$ cat config.mk
export PLATFORM = sky130hd
export DESIGN_NAME = sync_serial_xcvr
export DESIGN_NICKNAME = d
export VERILOG_FILES = /design/src/rtl/sss_pkg.sv /design/src/rtl/sss_sck_gen.sv /design/src/rtl/sss_tx.sv /design/src/rtl/sss_rx.sv /design/src/rtl/sync_serial_xcvr.sv
export SDC_FILE = /design/constraint.sdc
export NUM_CORES = 1
export LEC_CHECK = 0
export ABC_AREA = 1
export BUFFER_PORTS_ARGS = -buffer_cell sky130_fd_sc_hd__buf_2
export CORE_ASPECT_RATIO = 1.4
export CORE_UTILIZATION = 60
export DETAILED_ROUTE_END_ITERATION = 7
export HOLD_SLACK_MARGIN = 0.12
export MAX_ROUTING_LAYER = met4
export PLACE_DENSITY = 0.84
export SLEW_MARGIN = 20
export SYNTH_ARGS = -nofsm -noshare
export SYNTH_HDL_FRONTEND = slang
export SYNTH_SLANG_ARGS = --single-unit
$ cat constraint.sdc
create_clock -name clk_i -period 3.7 [get_ports clk_i]
set_input_delay 0.185 -clock clk_i [delete_from_list [all_inputs] [get_ports clk_i]]
set_output_delay 0.185 -clock clk_i [all_outputs]
set_load 0.02 [all_outputs]
$ cat src/rtl/sss_pkg.sv
package sss_pkg;
   typedef enum logic [1:0] {
      CKSRC_INT_A = 2'b00,
      CKSRC_INT_B = 2'b01,
      CKSRC_EXT_A = 2'b10,
      CKSRC_EXT_B = 2'b11
   } cksrc_e;

   function automatic logic cksrc_is_ext(input cksrc_e sel);
      logic ext;
      case (sel)
         CKSRC_EXT_A, CKSRC_EXT_B: ext = 1'b1;
         default:                  ext = 1'b0;
      endcase
      return ext;
   endfunction
endpackage

$ cat src/rtl/sss_sck_gen.sv
module sss_sck_gen #(
   parameter int DIV_W       = 8,
   parameter int SYNC_STAGES = 2,
   parameter bit EXT_CLK_EN  = 1'b1
) (
   input  logic             clk_i,
   input  logic             rst_ni,
   input  logic             ext_sel_i,
   input  logic [DIV_W-1:0] div_i,
   input  logic             run_i,
   input  logic             sck_ext_i,
   output logic             sck_o,
   output logic             sck_oe_o,
   output logic             rise_stb_o,
   output logic             fall_stb_o
);
   logic [DIV_W-1:0] cnt_q;
   logic             sck_q;
   logic             int_tick, int_rise, int_fall;
   logic             ext_rise, ext_fall;

   // internal divider: toggles every div_i+1 cycles, parks high when idle
   always_ff @(posedge clk_i or negedge rst_ni) begin
      if (!rst_ni) begin
         cnt_q <= '0;
         sck_q <= 1'b1;
      end else if (ext_sel_i || (sck_q && !run_i)) begin
         cnt_q <= '0;
         sck_q <= 1'b1;
      end else if (cnt_q == div_i) begin
         cnt_q <= '0;
         sck_q <= ~sck_q;
      end else begin
         cnt_q <= cnt_q + DIV_W'(1);
      end
   end

   assign int_tick = !ext_sel_i && (cnt_q == div_i) && (run_i || !sck_q);
   assign int_fall = int_tick && sck_q;
   assign int_rise = int_tick && !sck_q;

   generate
      if (EXT_CLK_EN) begin : g_ext
         logic [SYNC_STAGES-1:0] sync_q;
         logic                   last_q;
         always_ff @(posedge clk_i or negedge rst_ni) begin
            if (!rst_ni) begin
               sync_q <= '1;
               last_q <= 1'b1;
            end else begin
               sync_q <= {sync_q[SYNC_STAGES-2:0], sck_ext_i};
               last_q <= sync_q[SYNC_STAGES-1];
            end
         end
         assign ext_rise = ext_sel_i &&  sync_q[SYNC_STAGES-1] && !last_q;
         assign ext_fall = ext_sel_i && !sync_q[SYNC_STAGES-1] &&  last_q;
      end else begin : g_noext
         logic unused_ext;
         assign unused_ext = sck_ext_i;
         assign ext_rise   = 1'b0;
         assign ext_fall   = 1'b0;
      end
   endgenerate

   assign rise_stb_o = ext_sel_i ? ext_rise : int_rise;
   assign fall_stb_o = ext_sel_i ? ext_fall : int_fall;
   assign sck_o      = sck_q;
   assign sck_oe_o   = !ext_sel_i;

   AST_IDLE_HIGH: assert property (@(posedge clk_i) disable iff (!rst_ni)
      (!ext_sel_i && sck_q && !run_i) |=> sck_q);
   AST_HALF_PERIOD: assert property (@(posedge clk_i) disable iff (!rst_ni)
      (!ext_sel_i && $changed(div_i) == 1'b0 && !int_tick && $past(!ext_sel_i)) |=> $stable(sck_q));
endmodule

$ cat src/rtl/sss_tx.sv
module sss_tx #(
   parameter int DATA_W = 8
) (
   input  logic              clk_i,
   input  logic              rst_ni,
   input  logic              wr_i,
   input  logic [DATA_W-1:0] wdata_i,
   input  logic              fall_stb_i,
   input  logic              rise_stb_i,
   output logic              txd_o,
   output logic              buf_empty_o,
   output logic              tx_end_o,
   output logic              run_o
);
   localparam int CNT_W = (DATA_W > 1) ? $clog2(DATA_W) : 1;
   localparam logic [CNT_W-1:0] LAST_IDX = CNT_W'(DATA_W - 1);

   logic [DATA_W-1:0] buf_q, sh_q;
   logic              buf_full_q, frame_q, txd_q;
   logic [CNT_W-1:0]  left_q;

   always_ff @(posedge clk_i or negedge rst_ni) begin
      if (!rst_ni) begin
         buf_q      <= '0;
         buf_full_q <= 1'b0;
         sh_q       <= '0;
         left_q     <= '0;
         frame_q    <= 1'b0;
         txd_q      <= 1'b1;
      end else begin
         if (fall_stb_i) begin
            if (left_q != '0) begin
               txd_q  <= sh_q[0];
               sh_q   <= {1'b0, sh_q[DATA_W-1:1]};
               left_q <= left_q - CNT_W'(1);
            end else if (buf_full_q) begin
               txd_q      <= buf_q[0];
               sh_q       <= {1'b0, buf_q[DATA_W-1:1]};
               left_q     <= LAST_IDX;
               buf_full_q <= 1'b0;
               frame_q    <= 1'b1;
            end
         end
         if (rise_stb_i && frame_q && left_q == '0) begin
            frame_q <= 1'b0;
         end
         if (wr_i && !buf_full_q) begin
            buf_q      <= wdata_i;
            buf_full_q <= 1'b1;
         end
      end
   end

   assign txd_o       = txd_q;
   assign buf_empty_o = !buf_full_q;
   assign tx_end_o    = !buf_full_q && !frame_q;
   assign run_o       = buf_full_q || frame_q;

   AST_TXD_ON_FALL: assert property (@(posedge clk_i) disable iff (!rst_ni)
      !fall_stb_i |=> $stable(txd_q));
   AST_LEFT_RANGE: assert property (@(posedge clk_i) disable iff (!rst_ni)
      left_q <= LAST_IDX);
   AST_WR_FULL_KEEP: assert property (@(posedge clk_i) disable iff (!rst_ni)
      (wr_i && buf_full_q) |=> $stable(buf_q));
   AST_END_AFTER_RISE: assert property (@(posedge clk_i) disable iff (!rst_ni)
      $rose(tx_end_o) |-> $past(rise_stb_i));
endmodule

$ cat src/rtl/sss_rx.sv
module sss_rx #(
   parameter int DATA_W = 8
) (
   input  logic              clk_i,
   input  logic              rst_ni,
   input  logic              rise_stb_i,
   input  logic              rxd_i,
   input  logic              rd_i,
   output logic [DATA_W-1:0] data_o,
   output logic              full_o,
   output logic              ovr_o
);
   localparam int CNT_W = (DATA_W > 1) ? $clog2(DATA_W) : 1;
   localparam logic [CNT_W-1:0] LAST_IDX = CNT_W'(DATA_W - 1);

   logic [DATA_W-1:0] sh_q, data_q, word;
   logic [CNT_W-1:0]  cnt_q;
   logic              full_q, ovr_q, done;

   assign done = rise_stb_i && (cnt_q == LAST_IDX);
   assign word = {rxd_i, sh_q[DATA_W-1:1]};

   always_ff @(posedge clk_i or negedge rst_ni) begin
      if (!rst_ni) begin
         sh_q   <= '0;
         cnt_q  <= '0;
         data_q <= '0;
         full_q <= 1'b0;
         ovr_q  <= 1'b0;
      end else begin
         if (rise_stb_i) begin
            sh_q  <= word;
            cnt_q <= done ? '0 : cnt_q + CNT_W'(1);
         end
         if (rd_i) begin
            full_q <= 1'b0;
            ovr_q  <= 1'b0;
         end
         if (done) begin
            if (full_q && !rd_i) begin
               ovr_q <= 1'b1;
            end else begin
               data_q <= word;
               full_q <= 1'b1;
            end
         end
      end
   end

   assign data_o = data_q;
   assign full_o = full_q;
   assign ovr_o  = ovr_q;

   AST_OVR_HOLD: assert property (@(posedge clk_i) disable iff (!rst_ni)
      (done && full_q && !rd_i) |=> ($stable(data_q) && ovr_q));
   AST_FULL_ON_DONE: assert property (@(posedge clk_i) disable iff (!rst_ni)
      (done && !full_q) |=> full_q);
   AST_RD_CLEARS: assert property (@(posedge clk_i) disable iff (!rst_ni)
      (rd_i && !done) |=> (!full_q && !ovr_q));
endmodule

$ cat src/rtl/sync_serial_xcvr.sv
module sync_serial_xcvr #(
   parameter int DATA_W      = 8,
   parameter int DIV_W       = 8,
   parameter int SYNC_STAGES = 2,
   parameter bit EXT_CLK_EN  = 1'b1
) (
   input  logic              clk_i,
   input  logic              rst_ni,
   input  logic [1:0]        clk_sel_i,
   input  logic [DIV_W-1:0]  baud_div_i,
   input  logic              sck_ext_i,
   output logic              sck_o,
   output logic              sck_oe_o,
   output logic              txd_o,
   input  logic              rxd_i,
   input  logic              tx_wr_i,
   input  logic [DATA_W-1:0] tx_data_i,
   output logic              tx_empty_o,
   output logic              tx_end_o,
   input  logic              rx_rd_i,
   output logic [DATA_W-1:0] rx_data_o,
   output logic              rx_full_o,
   output logic              rx_ovr_o
);
   import sss_pkg::*;

   initial begin
      assert (DATA_W >= 2) else $error("DATA_W must be at least 2");
      assert (DIV_W >= 1) else $error("DIV_W must be at least 1");
      assert (SYNC_STAGES >= 2) else $error("SYNC_STAGES must be at least 2");
   end

   logic ext_sel, run, rise_stb, fall_stb;

   assign ext_sel = EXT_CLK_EN && cksrc_is_ext(cksrc_e'(clk_sel_i));

   sss_sck_gen #(
      .DIV_W      (DIV_W),
      .SYNC_STAGES(SYNC_STAGES),
      .EXT_CLK_EN (EXT_CLK_EN)
   ) sck_gen_i (
      .clk_i     (clk_i),
      .rst_ni    (rst_ni),
      .ext_sel_i (ext_sel),
      .div_i     (baud_div_i),
      .run_i     (run),
      .sck_ext_i (sck_ext_i),
      .sck_o     (sck_o),
      .sck_oe_o  (sck_oe_o),
      .rise_stb_o(rise_stb),
      .fall_stb_o(fall_stb)
   );

   sss_tx #(.DATA_W(DATA_W)) tx_i (
      .clk_i      (clk_i),
      .rst_ni     (rst_ni),
      .wr_i       (tx_wr_i),
      .wdata_i    (tx_data_i),
      .fall_stb_i (fall_stb),
      .rise_stb_i (rise_stb),
      .txd_o      (txd_o),
      .buf_empty_o(tx_empty_o),
      .tx_end_o   (tx_end_o),
      .run_o      (run)
   );

   sss_rx #(.DATA_W(DATA_W)) rx_i (
      .clk_i     (clk_i),
      .rst_ni    (rst_ni),
      .rise_stb_i(rise_stb),
      .rxd_i     (rxd_i),
      .rd_i      (rx_rd_i),
      .data_o    (rx_data_o),
      .full_o    (rx_full_o),
      .ovr_o     (rx_ovr_o)
   );

   AST_NO_DUAL_EDGE: assert property (@(posedge clk_i) disable iff (!rst_ni)
      !(rise_stb && fall_stb));
   AST_EXT_QUIET: assert property (@(posedge clk_i) disable iff (!rst_ni)
      (ext_sel && $past(ext_sel)) |-> sck_o);
endmodule

==> reports/summary.md, run 1 <==
Floorplanning
* count of standard-cell rows: 27
* initial standard-cell utilization of the core: 63.1%
* Die Outline Area: 0.00442 mm2
* number of top-level design ports: 39
* Die Y: 78.3 um
* die span in x: 56.5 um
* area of the placeable core: 0.00395 mm2

Worst setup path
* crit-path cells: inv_1 -> nand2_1 -> nand2_1 -> nand2_1 -> nor2_2 -> nand3_2 -> nand2_4 -> nand3_1 -> nand2_1 -> nand2_1
* Crit path required time: 3.91 ns
* data arrival time of the critical path: 2.05 ns
* type of element launching the critical path: register
* critical path endpoint category: register
* cell with the largest stage delay on the worst path: sky130_fd_sc_hd__dfrtp_1
* worst setup path category: register to register
* cell with the most instances on the worst path: sky130_fd_sc_hd__nand2_1
* CP max stage delay: 0.46 ns
* maximum net fanout on the critical path: 21

Yosys
* ranking of synthesized cells by instance count: 85 x sky130_fd_sc_hd__nand2_1, 48 x sky130_fd_sc_hd__dfrtp_1, 31 x sky130_fd_sc_hd__inv_1, 13 x sky130_fd_sc_hd__nor2_1, 9 x sky130_fd_sc_hd__nand4_1
* top cell type's share of synthesized area: 48.1%
* average cell area after synthesis: 9.38 um2
* number of warnings reported in the yosys synthesis log: 0
* largest cells by area after synthesis: sky130_fd_sc_hd__dfrtp_1 48%, sky130_fd_sc_hd__nand2_1 13%, sky130_fd_sc_hd__dfstp_2 5.3%
* post-synthesis cell count: 266
* most frequent cell after synthesis: sky130_fd_sc_hd__nand2_1
* total standard cell area after synthesis: 0.00249 mm2
* Yosys cell types: 30
* number of synthesized register bits: 53
* sequential cell area fraction in the yosys report: 53.4%
* Yosys top cell by area: sky130_fd_sc_hd__dfrtp_1
* Net Count, Synth: 295
* most used flip-flop cell after synthesis: sky130_fd_sc_hd__dfrtp_1
* proportion of register bits with asynchronous set or reset after synthesis: 100%
* Post-synth EDFFs: 0

Final layout
* area grow syn2layout: 16.2%
* fraction of layout instances using a drive strength above 1: 23.3%
* final net count: 346
* Antenna Diode Count: 0
* cell area after layout: 0.00290 mm2

Clocking
* count of buffers added by post-CTS timing repair for setup: 0
* CTS tree: yes
* clock latency on the worst-skew pair: 0.32 ns
* post-cts hold buffer count: 12
* TritonCTS Buffers: 5
* clock root buffer: sky130_fd_sc_hd__clkbuf_8
* CTS resizes: 0
* CTS Sinks: 53
* buffer depth of the longest clock path: 2
* Clock Pin Slew Worst Setup and Hold Paths: 0.10 ns
* CTS H-tree lvls: 2

STA
* endpoints failing hold: 0
* maximum clock rate: 0.545 GHz
* number of pins exceeding their max-slew limit in the final report: 0
* final-layout setup total negative slack: 0 ns
* number of setup violations in the final report: 0
* final setup skew: 0.0125 ns
* period utilisation layout: 49.6%
* worst path setup slack after routing: 1.87 ns
* RSZ-0062 raised after global routing: no
* clock period minus worst slack: 1.83 ns
* Worst-Margin Slew: 0.532 ns
* relative max-transition margin: 64.5%

Route
* Antenna Nets Post-Route: 0
* length of the first detailed-routing pass in iterations: 4
* DRC viols: 0
* detailed-route via count: 1894
* drt first-iter violations: 77
* number of vias per cell after detailed routing: 5.25
* WL per Instance: 12.5 um
* Total Routed Length: 4500 um

Power
* PD cells: 617 mW/mm2
* Pleak: 1.52 nW
* maximum vdd ir drop: 0.556 mV
* final total power: 0.00179 W

GRT
* global-route met1 utilization: 24.9%
* number of antenna violations at the first check in global routing: 0
* met3 GRT Util: 5.93%
* pin count of the biggest net entering global routing: 45
* overall overflow remaining after global route: 0
* first-pass GRT wire length: 7650 um
* vias in the first global route: 1895
* GR Layer Usage met2: 39.3%
* total global-route track usage: 23.1%
* layer with the highest usage after global routing: met2

Job
* MaxCap Viol Count: 0

Status
* run status: finished clean

Place
* IO Port Bufs: 37
* total cell area at the placement stage: 0.00267 mm2
* estimated wirelength of the detail-placed design: 3110 um
* pre-CTS worst setup slack: 1.86 ns
* Final Wtd Congestion: 0.933

Worst hold path
* path type of the worst min-delay path: input pin to register

sequential cells by signal, summed over array words and instances (netlist names):
name / cells
rx_i.data_o: 8
sck_gen_i.cnt_q: 8
tx_i.buf_q: 8
rx_i.sh_q: 7
tx_i.sh_q: 7
rx_i.cnt_q: 3
tx_i.left_q: 3
sck_gen_i.g_ext.sync_q: 2
rx_i.full_o: 1
rx_i.ovr_o: 1
sck_gen_i.g_ext.last_q: 1
sck_gen_i.sck_o: 1
tx_i.buf_full_q: 1
tx_i.frame_q: 1
tx_i.txd_o: 1
cell type report:
type / instances / area, um2
sequential: 53 / 1330
fill: 293 / 1050
multi-input combinational: 174 / 961
timing repair buffer: 51 / 320
inverter: 32 / 120
clock buffer: 5 / 68.8
tap: 43 / 53.8
clock inverter: 3 / 43.8
cell usage in the layout (no fill, tap or decap), types with 3 or more instances in the layout:
cell type                       Yosys  final
sky130_fd_sc_hd__a21oi_1            3      3
sky130_fd_sc_hd__buf_2              1     37
sky130_fd_sc_hd__clkbuf_8           0      5
sky130_fd_sc_hd__dfrtp_1           48     48
sky130_fd_sc_hd__dfstp_2            5      5
sky130_fd_sc_hd__dlygate4sd3_1      0     12
sky130_fd_sc_hd__ha_1               5      5
sky130_fd_sc_hd__inv_1             31     31
sky130_fd_sc_hd__mux2_2             8      8
sky130_fd_sc_hd__mux2i_1            7      7
sky130_fd_sc_hd__nand2_1           85     85
sky130_fd_sc_hd__nand3_1            6      6
sky130_fd_sc_hd__nand4_1            9      9
sky130_fd_sc_hd__nor2_1            13     13
sky130_fd_sc_hd__nor3_1             3      3
sky130_fd_sc_hd__nor3b_1            4      4
sky130_fd_sc_hd__o21ai_0            6      6
sky130_fd_sc_hd__o21ai_1            4      4
sky130_fd_sc_hd__o21ai_2            7      7
sky130_fd_sc_hd__xnor2_1            4      4
critical path: cells and delay by family (launching register included):
family	cells	cell delay (ns)
buffers and inverters	1	0.08
and+or+nand+nor	9	1.20
DFF	1	0.46
layer usage:
| layer | up-vias | wire length (um) |
|---|---|---|
| li1 | 946 | - |
| met1 | 906 | 1940 |
| met2 | 32 | 2340 |
| met3 | 10 | 131 |
| met4 | 0 | 93 |
| met5 | - | 0 |
power by group:
part | total (W) | internal [W] | leakage, nW | switching [W]
Clock | 0.000399 | 0.000203 | 0.0585 | 0.000196
Sequential | 0.000859 | 0.000752 | 0.668 | 0.000107
Combinational | 0.000530 | 0.000226 | 0.794 | 0.000304
logic make-up (layout without fill, tap and decap cells):
| logic type | Yosys count | count (layout) | share of synthesized area [%] |
|---|---|---|---|
| multiplexers | 15 | 15 | 6.42 |
| buffers and inverters | 39 | 91 | 8.07 |
| AO/OA/AOI/OAI | 22 | 22 | 5.62 |
| adder cells (fa/ha/maj) | 5 | 5 | 2.51 |
| AND/OR/NAND/NOR | 126 | 126 | 21.9 |
| XOR/XNOR | 6 | 6 | 2.11 |
| flip-flops | 53 | 53 | 53.4 |
stage by stage:
step	util, %	hold WS [ns]	std cells
after floorplan	-	-0.111	266
after global placement	67.5	0.0571	341
after detailed placement	67.5	0.0562	341
after CTS	73.4	0.128	361
after global routing	73.4	0.138	361
final	73.4	0.126	361
final timing paths:
check | start | end | slack, ns | depth (start not counted)
max | sck_gen_i.cnt_q[0] | rx_i.data_o[1] | 1.87 | 10
min | rx_rd_i | rx_i.ovr_o | 0.13 | 4
max reg2reg | sck_gen_i.cnt_q[0] | rx_i.data_o[1] | 1.87 | 10
min reg2reg | sck_gen_i.g_ext.sync_q[0] | sck_gen_i.g_ext.sync_q[1] | 0.36 | 0
max in group asynchronous | rst_ni | tx_i.txd_o | 2.67 | 3
min in group asynchronous | rst_ni | sck_gen_i.cnt_q[4] | 0.25 | 2
(Power assumes the default switching activity.)
==> run 2, diff against run 1 <==
CORE_UTILIZATION = 56   (was 60)
PLACE_DENSITY = 0.79   (was 0.84)
clock period = 1.9 ns   (was 3.7 ns; I/O delays follow)
==> reports/summary.md, run 2 (synthesis results as in run 1) <==
Worst setup path
* crit-path cells: inv_1 -> nand2_1 -> nand2_1 -> nand2_1 -> nor2_2 -> nand3_1 -> nand2_2 -> nand2_2 -> nand2_1 -> o21ai_1
* critical path endpoint category: register
* type of element launching the critical path: register
* worst setup path category: register to register
* data arrival time of the critical path: 1.87 ns
* cell with the largest stage delay on the worst path: sky130_fd_sc_hd__dfrtp_1
* Crit path required time: 2.09 ns
* CP max stage delay: 0.45 ns
* maximum net fanout on the critical path: 21
* cell with the most instances on the worst path: sky130_fd_sc_hd__nand2_1
* start point of the critical path: sck_gen_i.cnt_q[0]
* origin of the critical flop-to-flop path: sck_gen_i.cnt_q[0]

Clocking
* count of buffers added by post-CTS timing repair for setup: 0
* clock latency on the worst-skew pair: 0.32 ns
* CTS Sinks: 53
* CTS H-tree lvls: 2
* CTS tree: yes
* Clock Pin Slew Worst Setup and Hold Paths: 0.10 ns
* CTS resizes: 0
* post-cts hold buffer count: 13
* clock root buffer: sky130_fd_sc_hd__clkbuf_8
* TritonCTS Buffers: 5
* buffer depth of the longest clock path: 2

Floorplanning
* area of the placeable core: 0.00424 mm2
* Die Y: 81.0 um
* initial standard-cell utilization of the core: 58.9%
* count of standard-cell rows: 28
* Die Outline Area: 0.00473 mm2
* number of top-level design ports: 39
* die span in x: 58.4 um

GRT
* vias in the first global route: 1816
* overall overflow remaining after global route: 0
* pin count of the biggest net entering global routing: 54
* first-pass GRT wire length: 7530 um
* total global-route track usage: 21.9%
* number of antenna violations at the first check in global routing: 0

STA
* Worst-Margin Slew: 0.422 ns
* number of pins exceeding their max-slew limit in the final report: 0
* final setup skew: 0.0149 ns
* period utilisation layout: 88.2%
* number of setup violations in the final report: 0
* endpoints failing hold: 0
* RSZ-0062 raised after global routing: no
* relative max-transition margin: 71.8%
* clock period minus worst slack: 1.68 ns
* maximum clock rate: 0.596 GHz
* final-layout setup total negative slack: 0 ns

Power
* PD cells: 1140 mW/mm2
* Pleak: 1.53 nW
* maximum vdd ir drop: 0.718 mV

Final layout
* number of fill cells: 340
* area taken by multi-input logic gates: 961 um2
* Antenna Diode Count: 0
* commonest non-fill, non-tap cells in the layout: 85 x sky130_fd_sc_hd__nand2_1, 48 x sky130_fd_sc_hd__dfrtp_1, 37 x sky130_fd_sc_hd__buf_2, 31 x sky130_fd_sc_hd__inv_1
* final core utilization: 69.5%
* cell area after layout: 0.00295 mm2
* area grow syn2layout: 18.1%
* Register Area: 0.00133 mm2
* post-route insts no fill: 382
* commonest non-fill, non-tap cell in the layout: sky130_fd_sc_hd__nand2_1
* final net count: 350
* fraction of layout instances using a drive strength above 1: 23.9%

Worst hold path
* path type of the worst min-delay path: input pin to register
* hold path startpoint: clk_sel_i[1]

Place
* total cell area at the placement stage: 0.00272 mm2
* Final Wtd Congestion: 0.791
* IO Port Bufs: 37
* estimated wirelength of the detail-placed design: 3070 um
* count of placed standard cells including taps: 361

Route
* length of the first detailed-routing pass in iterations: 4
* DRC viols: 0
* number of vias per cell after detailed routing: 4.91
* Total Routed Length: 4350 um
* detailed-route via count: 1877
* met3 layer wire length in the routed design: 118 um
* top routing layer in use: met4
* WL per Instance: 11.4 um
* drt first-iter violations: 86
* metal1 wirelength: 1910 um
* Routed met2 length: 2220 um
* Antenna Nets Post-Route: 0

Status
* run status: finished clean

Job
* MaxCap Viol Count: 0

run 2: cell count changes in the layout (fill, tap and decap cells not counted):
cell	delta
sky130_fd_sc_hd__inv_6	-1
sky130_fd_sc_hd__buf_12	+1
sky130_fd_sc_hd__clkinv_4	+2
sky130_fd_sc_hd__bufinv_16	-1
sky130_fd_sc_hd__dlygate4sd3_1	+1
sky130_fd_sc_hd__buf_4	+2
run 2: area by class of cell:
type	count	area share (%)
Timing Repair Buffer	55	12.4
Multi-Input combinational cell	174	32.6
Inverter	32	4.08
Clock buffer	5	2.34
Clock inverter	3	0.765
Sequential cell	53	45.2
Tap cell	60	2.55
run 2: stage by stage:
| stage | setup WS (ns) | hold slack [ns] | total power, W |
|---|---|---|---|
| final | 0.223 | 0.132 | 0.00335 |
| after global routing | 0.0542 | 0.182 | 0.00358 |
| after CTS | 0.215 | 0.124 | 0.00339 |
| after detailed placement | 0.228 | 0.108 | 0.00272 |
| after global placement | 0.274 | 0.107 | 0.00265 |
| after floorplan | 0.421 | -0.201 | 0.00243 |
run 2: critical path, delay by kind of cell (launching register included):
family,cells,cell delay (ns)
and+or+nand+nor,8,0.96
buffers and inverters,1,0.08
DFF,1,0.45
AOI/OAI and AO/OA,1,0.08
run 2: where the power goes:
group / switching [W] / internal (W)
Combinational: 0.000592 / 0.000454
Clock: 0.000379 / 0.000262
Sequential: 0.000201 / 0.00146
run 2: per-layer routing:
layer,vias to the layer above,global-route usage [%]
met5,-,-
li1,951,-
met3,10,4.46
met2,34,36.6
met1,882,25.3
met4,0,10.2
run 2: final timing paths:
check                           depth (start not counted)  slack [ns]                         to
worst max-delay path                                   10        0.22               tx_i.sh_q[5]
worst min-delay path                                    5        0.13            sck_gen_i.sck_o
worst max register to register                         10        0.22               tx_i.sh_q[5]
worst min register to register                          0        0.36     sck_gen_i.g_ext.last_q
max in group asynchronous                               3        1.32  sck_gen_i.g_ext.sync_q[1]
min in group asynchronous                               3        0.29            tx_i.buf_full_q
==> run 3, diff against run 2 <==
SETUP_SLACK_MARGIN = 0.5   (was default)
==> reports/summary.md, run 3 (synthesis results as in run 1) <==
Status
* run status: finished clean

Job
* MaxCap Viol Count: 0

STA
* relative max-transition margin: 63.4%
* RSZ-0062 raised after global routing: yes
* worst path setup slack after routing: 0.358 ns
* clock period minus worst slack: 1.54 ns
* Worst-Margin Slew: 0.550 ns
* period utilisation layout: 81.2%
* maximum clock rate: 0.648 GHz
* final setup skew: 0.0132 ns
* number of setup violations in the final report: 0
* endpoints failing hold: 0
* number of pins exceeding their max-slew limit in the final report: 0
* final-layout setup total negative slack: 0 ns

Place
* pre-CTS worst setup slack: 0.236 ns
* estimated wirelength of the detail-placed design: 3200 um
* IO Port Bufs: 37
* count of placed standard cells including taps: 362
* Final Wtd Congestion: 0.791

Final layout
* post-route insts no fill: 402
* area grow syn2layout: 32.5%
* Antenna Diode Count: 0
* commonest non-fill, non-tap cells in the layout: 70 x sky130_fd_sc_hd__nand2_1, 48 x sky130_fd_sc_hd__dfrtp_1, 37 x sky130_fd_sc_hd__buf_2, 29 x sky130_fd_sc_hd__inv_1, 18 x sky130_fd_sc_hd__buf_4
* final net count: 370
* final core utilization: 78.0%
* fraction of layout instances using a drive strength above 1: 37.1%
* commonest non-fill, non-tap cell in the layout: sky130_fd_sc_hd__nand2_1

Route
* DRC viols: 0
* Antenna Nets Post-Route: 0
* drt first-iter violations: 123
* detailed-route via count: 2044
* number of vias per cell after detailed routing: 5.08
* length of the first detailed-routing pass in iterations: 4
* Total Routed Length: 5600 um
* WL per Instance: 13.9 um

Power
* PD cells: 1170 mW/mm2
* Pleak: 1.68 nW
* maximum vdd ir drop: 0.820 mV

Clocking
* Clock Pin Slew Worst Setup and Hold Paths: 0.10 ns
* buffer depth of the longest clock path: 2
* TritonCTS Buffers: 5
* CTS tree: yes
* CTS H-tree lvls: 2
* CTS Sinks: 53
* clock root buffer: sky130_fd_sc_hd__clkbuf_8
* clock latency on the worst-skew pair: 0.32 ns

GRT
* total global-route track usage: 26.0%
* first-pass GRT wire length: 8910 um
* pin count of the biggest net entering global routing: 25
* number of antenna violations at the first check in global routing: 0
* vias in the first global route: 2017
* overall overflow remaining after global route: 0

Worst setup path
* Crit path required time: 2.10 ns
* terminus of the critical flop-to-flop path: tx_i.sh_q[4]
* type of element launching the critical path: register
* maximum net fanout on the critical path: 5
* worst setup path category: register to register
* critical path endpoint category: register
* data arrival time of the critical path: 1.74 ns
* number of cell instances on the worst register-to-register path: 7
* Setup crit end: tx_i.sh_q[4]
* origin of the critical flop-to-flop path: tx_i.left_q[1]
* reg2reg setup slack: 0.36 ns
* start point of the critical path: tx_i.left_q[1]

Floorplanning
* area of the placeable core: 0.00424 mm2
* die span in x: 58.4 um
* Die Y: 81.0 um
* count of standard-cell rows: 28
* initial standard-cell utilization of the core: 58.9%
* Die Outline Area: 0.00473 mm2
* number of top-level design ports: 39

Worst hold path
* path type of the worst min-delay path: input pin to register

==> run 3: cell types whose count changed in the layout (fill, tap and decap cells not counted), moves of 3 or more <==
cell and change:
sky130_fd_sc_hd__o21ai_0 -5, sky130_fd_sc_hd__buf_4 +14, sky130_fd_sc_hd__nand2_1 -15, sky130_fd_sc_hd__nand2_4 +4, sky130_fd_sc_hd__nand2_2 +11, sky130_fd_sc_hd__buf_6 +3, sky130_fd_sc_hd__nor2_1 -3, sky130_fd_sc_hd__o21ai_2 +3
==> run 3: worst min-delay path by stage <==
stage | start | endpoint | slack [ns] | cells after the start
2_1_floorplan | rst_ni | rx_i.cnt_q[0] | -0.20 | 0
6_report | clk_sel_i[1] | sck_gen_i.sck_o | 0.18 | 5
3_3_place_gp | rst_ni | tx_i.buf_q[0] | 0.1 | 1
5_1_grt | clk_sel_i[1] | sck_gen_i.sck_o | 0.22 | 5
4_1_cts | clk_sel_i[1] | sck_gen_i.sck_o | 0.16 | 5
3_5_place_dp | rst_ni | tx_i.buf_q[0] | 0.11 | 1
==> run 3: cell type report <==
type                            count  area [um2]
Sequential cell                    53        1330
Multi-Input combinational cell    176        1140
Fill cell                         284         932
Timing Repair Buffer               73         524
Inverter                           32         128
Tap cell                           60        75.1
Clock buffer                        6        72.6
Clock inverter                      2        38.8
==> run 3: timing repair <==
| item | 4_1_cts | 5_1_grt |
|---|---|---|
| hold buffers | 13 | 0 |
| buffers inserted | 8 | 7 |
| endpoints found under the setup margin | 28 | 40 |
| cloned | 3 | 1 |
| endpoints found under the hold margin | 35 | 0 |
| pin swaps | 5 | 10 |
| gates resized for setup | 22 | 32 |
==> run 3: through the flow <==
step / total power [W] / instance area (um2) / hold WS (ns)
finish: 0.00386 / 3310 / 0.182
detailed placement: 0.00272 / 2720 / 0.106
global route: 0.00408 / 3310 / 0.220
floorplan: 0.00243 / 2500 / -0.201
CTS: 0.00363 / 3130 / 0.158
global placement: 0.00265 / 2720 / 0.0958
==> run 3: metal layers <==
layer,routed length [um],GRT usage (%)
met1,2280,29.3
met2,3070,45.1
met3,169,4.78
met4,88,11.2
met5,0,-
==> run 3: critical path, cell delays in order, from the launching register on <==
cell and delay, ns:
sky130_fd_sc_hd__dfrtp_1 0.40, sky130_fd_sc_hd__inv_1 0.11, sky130_fd_sc_hd__ha_2 0.19, sky130_fd_sc_hd__inv_2 0.05
sky130_fd_sc_hd__nor2_4 0.16, sky130_fd_sc_hd__buf_6 0.17, sky130_fd_sc_hd__mux2i_1 0.23, sky130_fd_sc_hd__o21ai_1 0.11
==> run 3: where the power goes <==
part / internal, W / switching, W / leakage, nW
clock network: 0.000396 / 0.000375 / 0.0554
registers: 0.00146 / 0.000234 / 0.668
logic: 0.000640 / 0.000753 / 0.961
total: 0.00250 / 0.00136 / 1.68
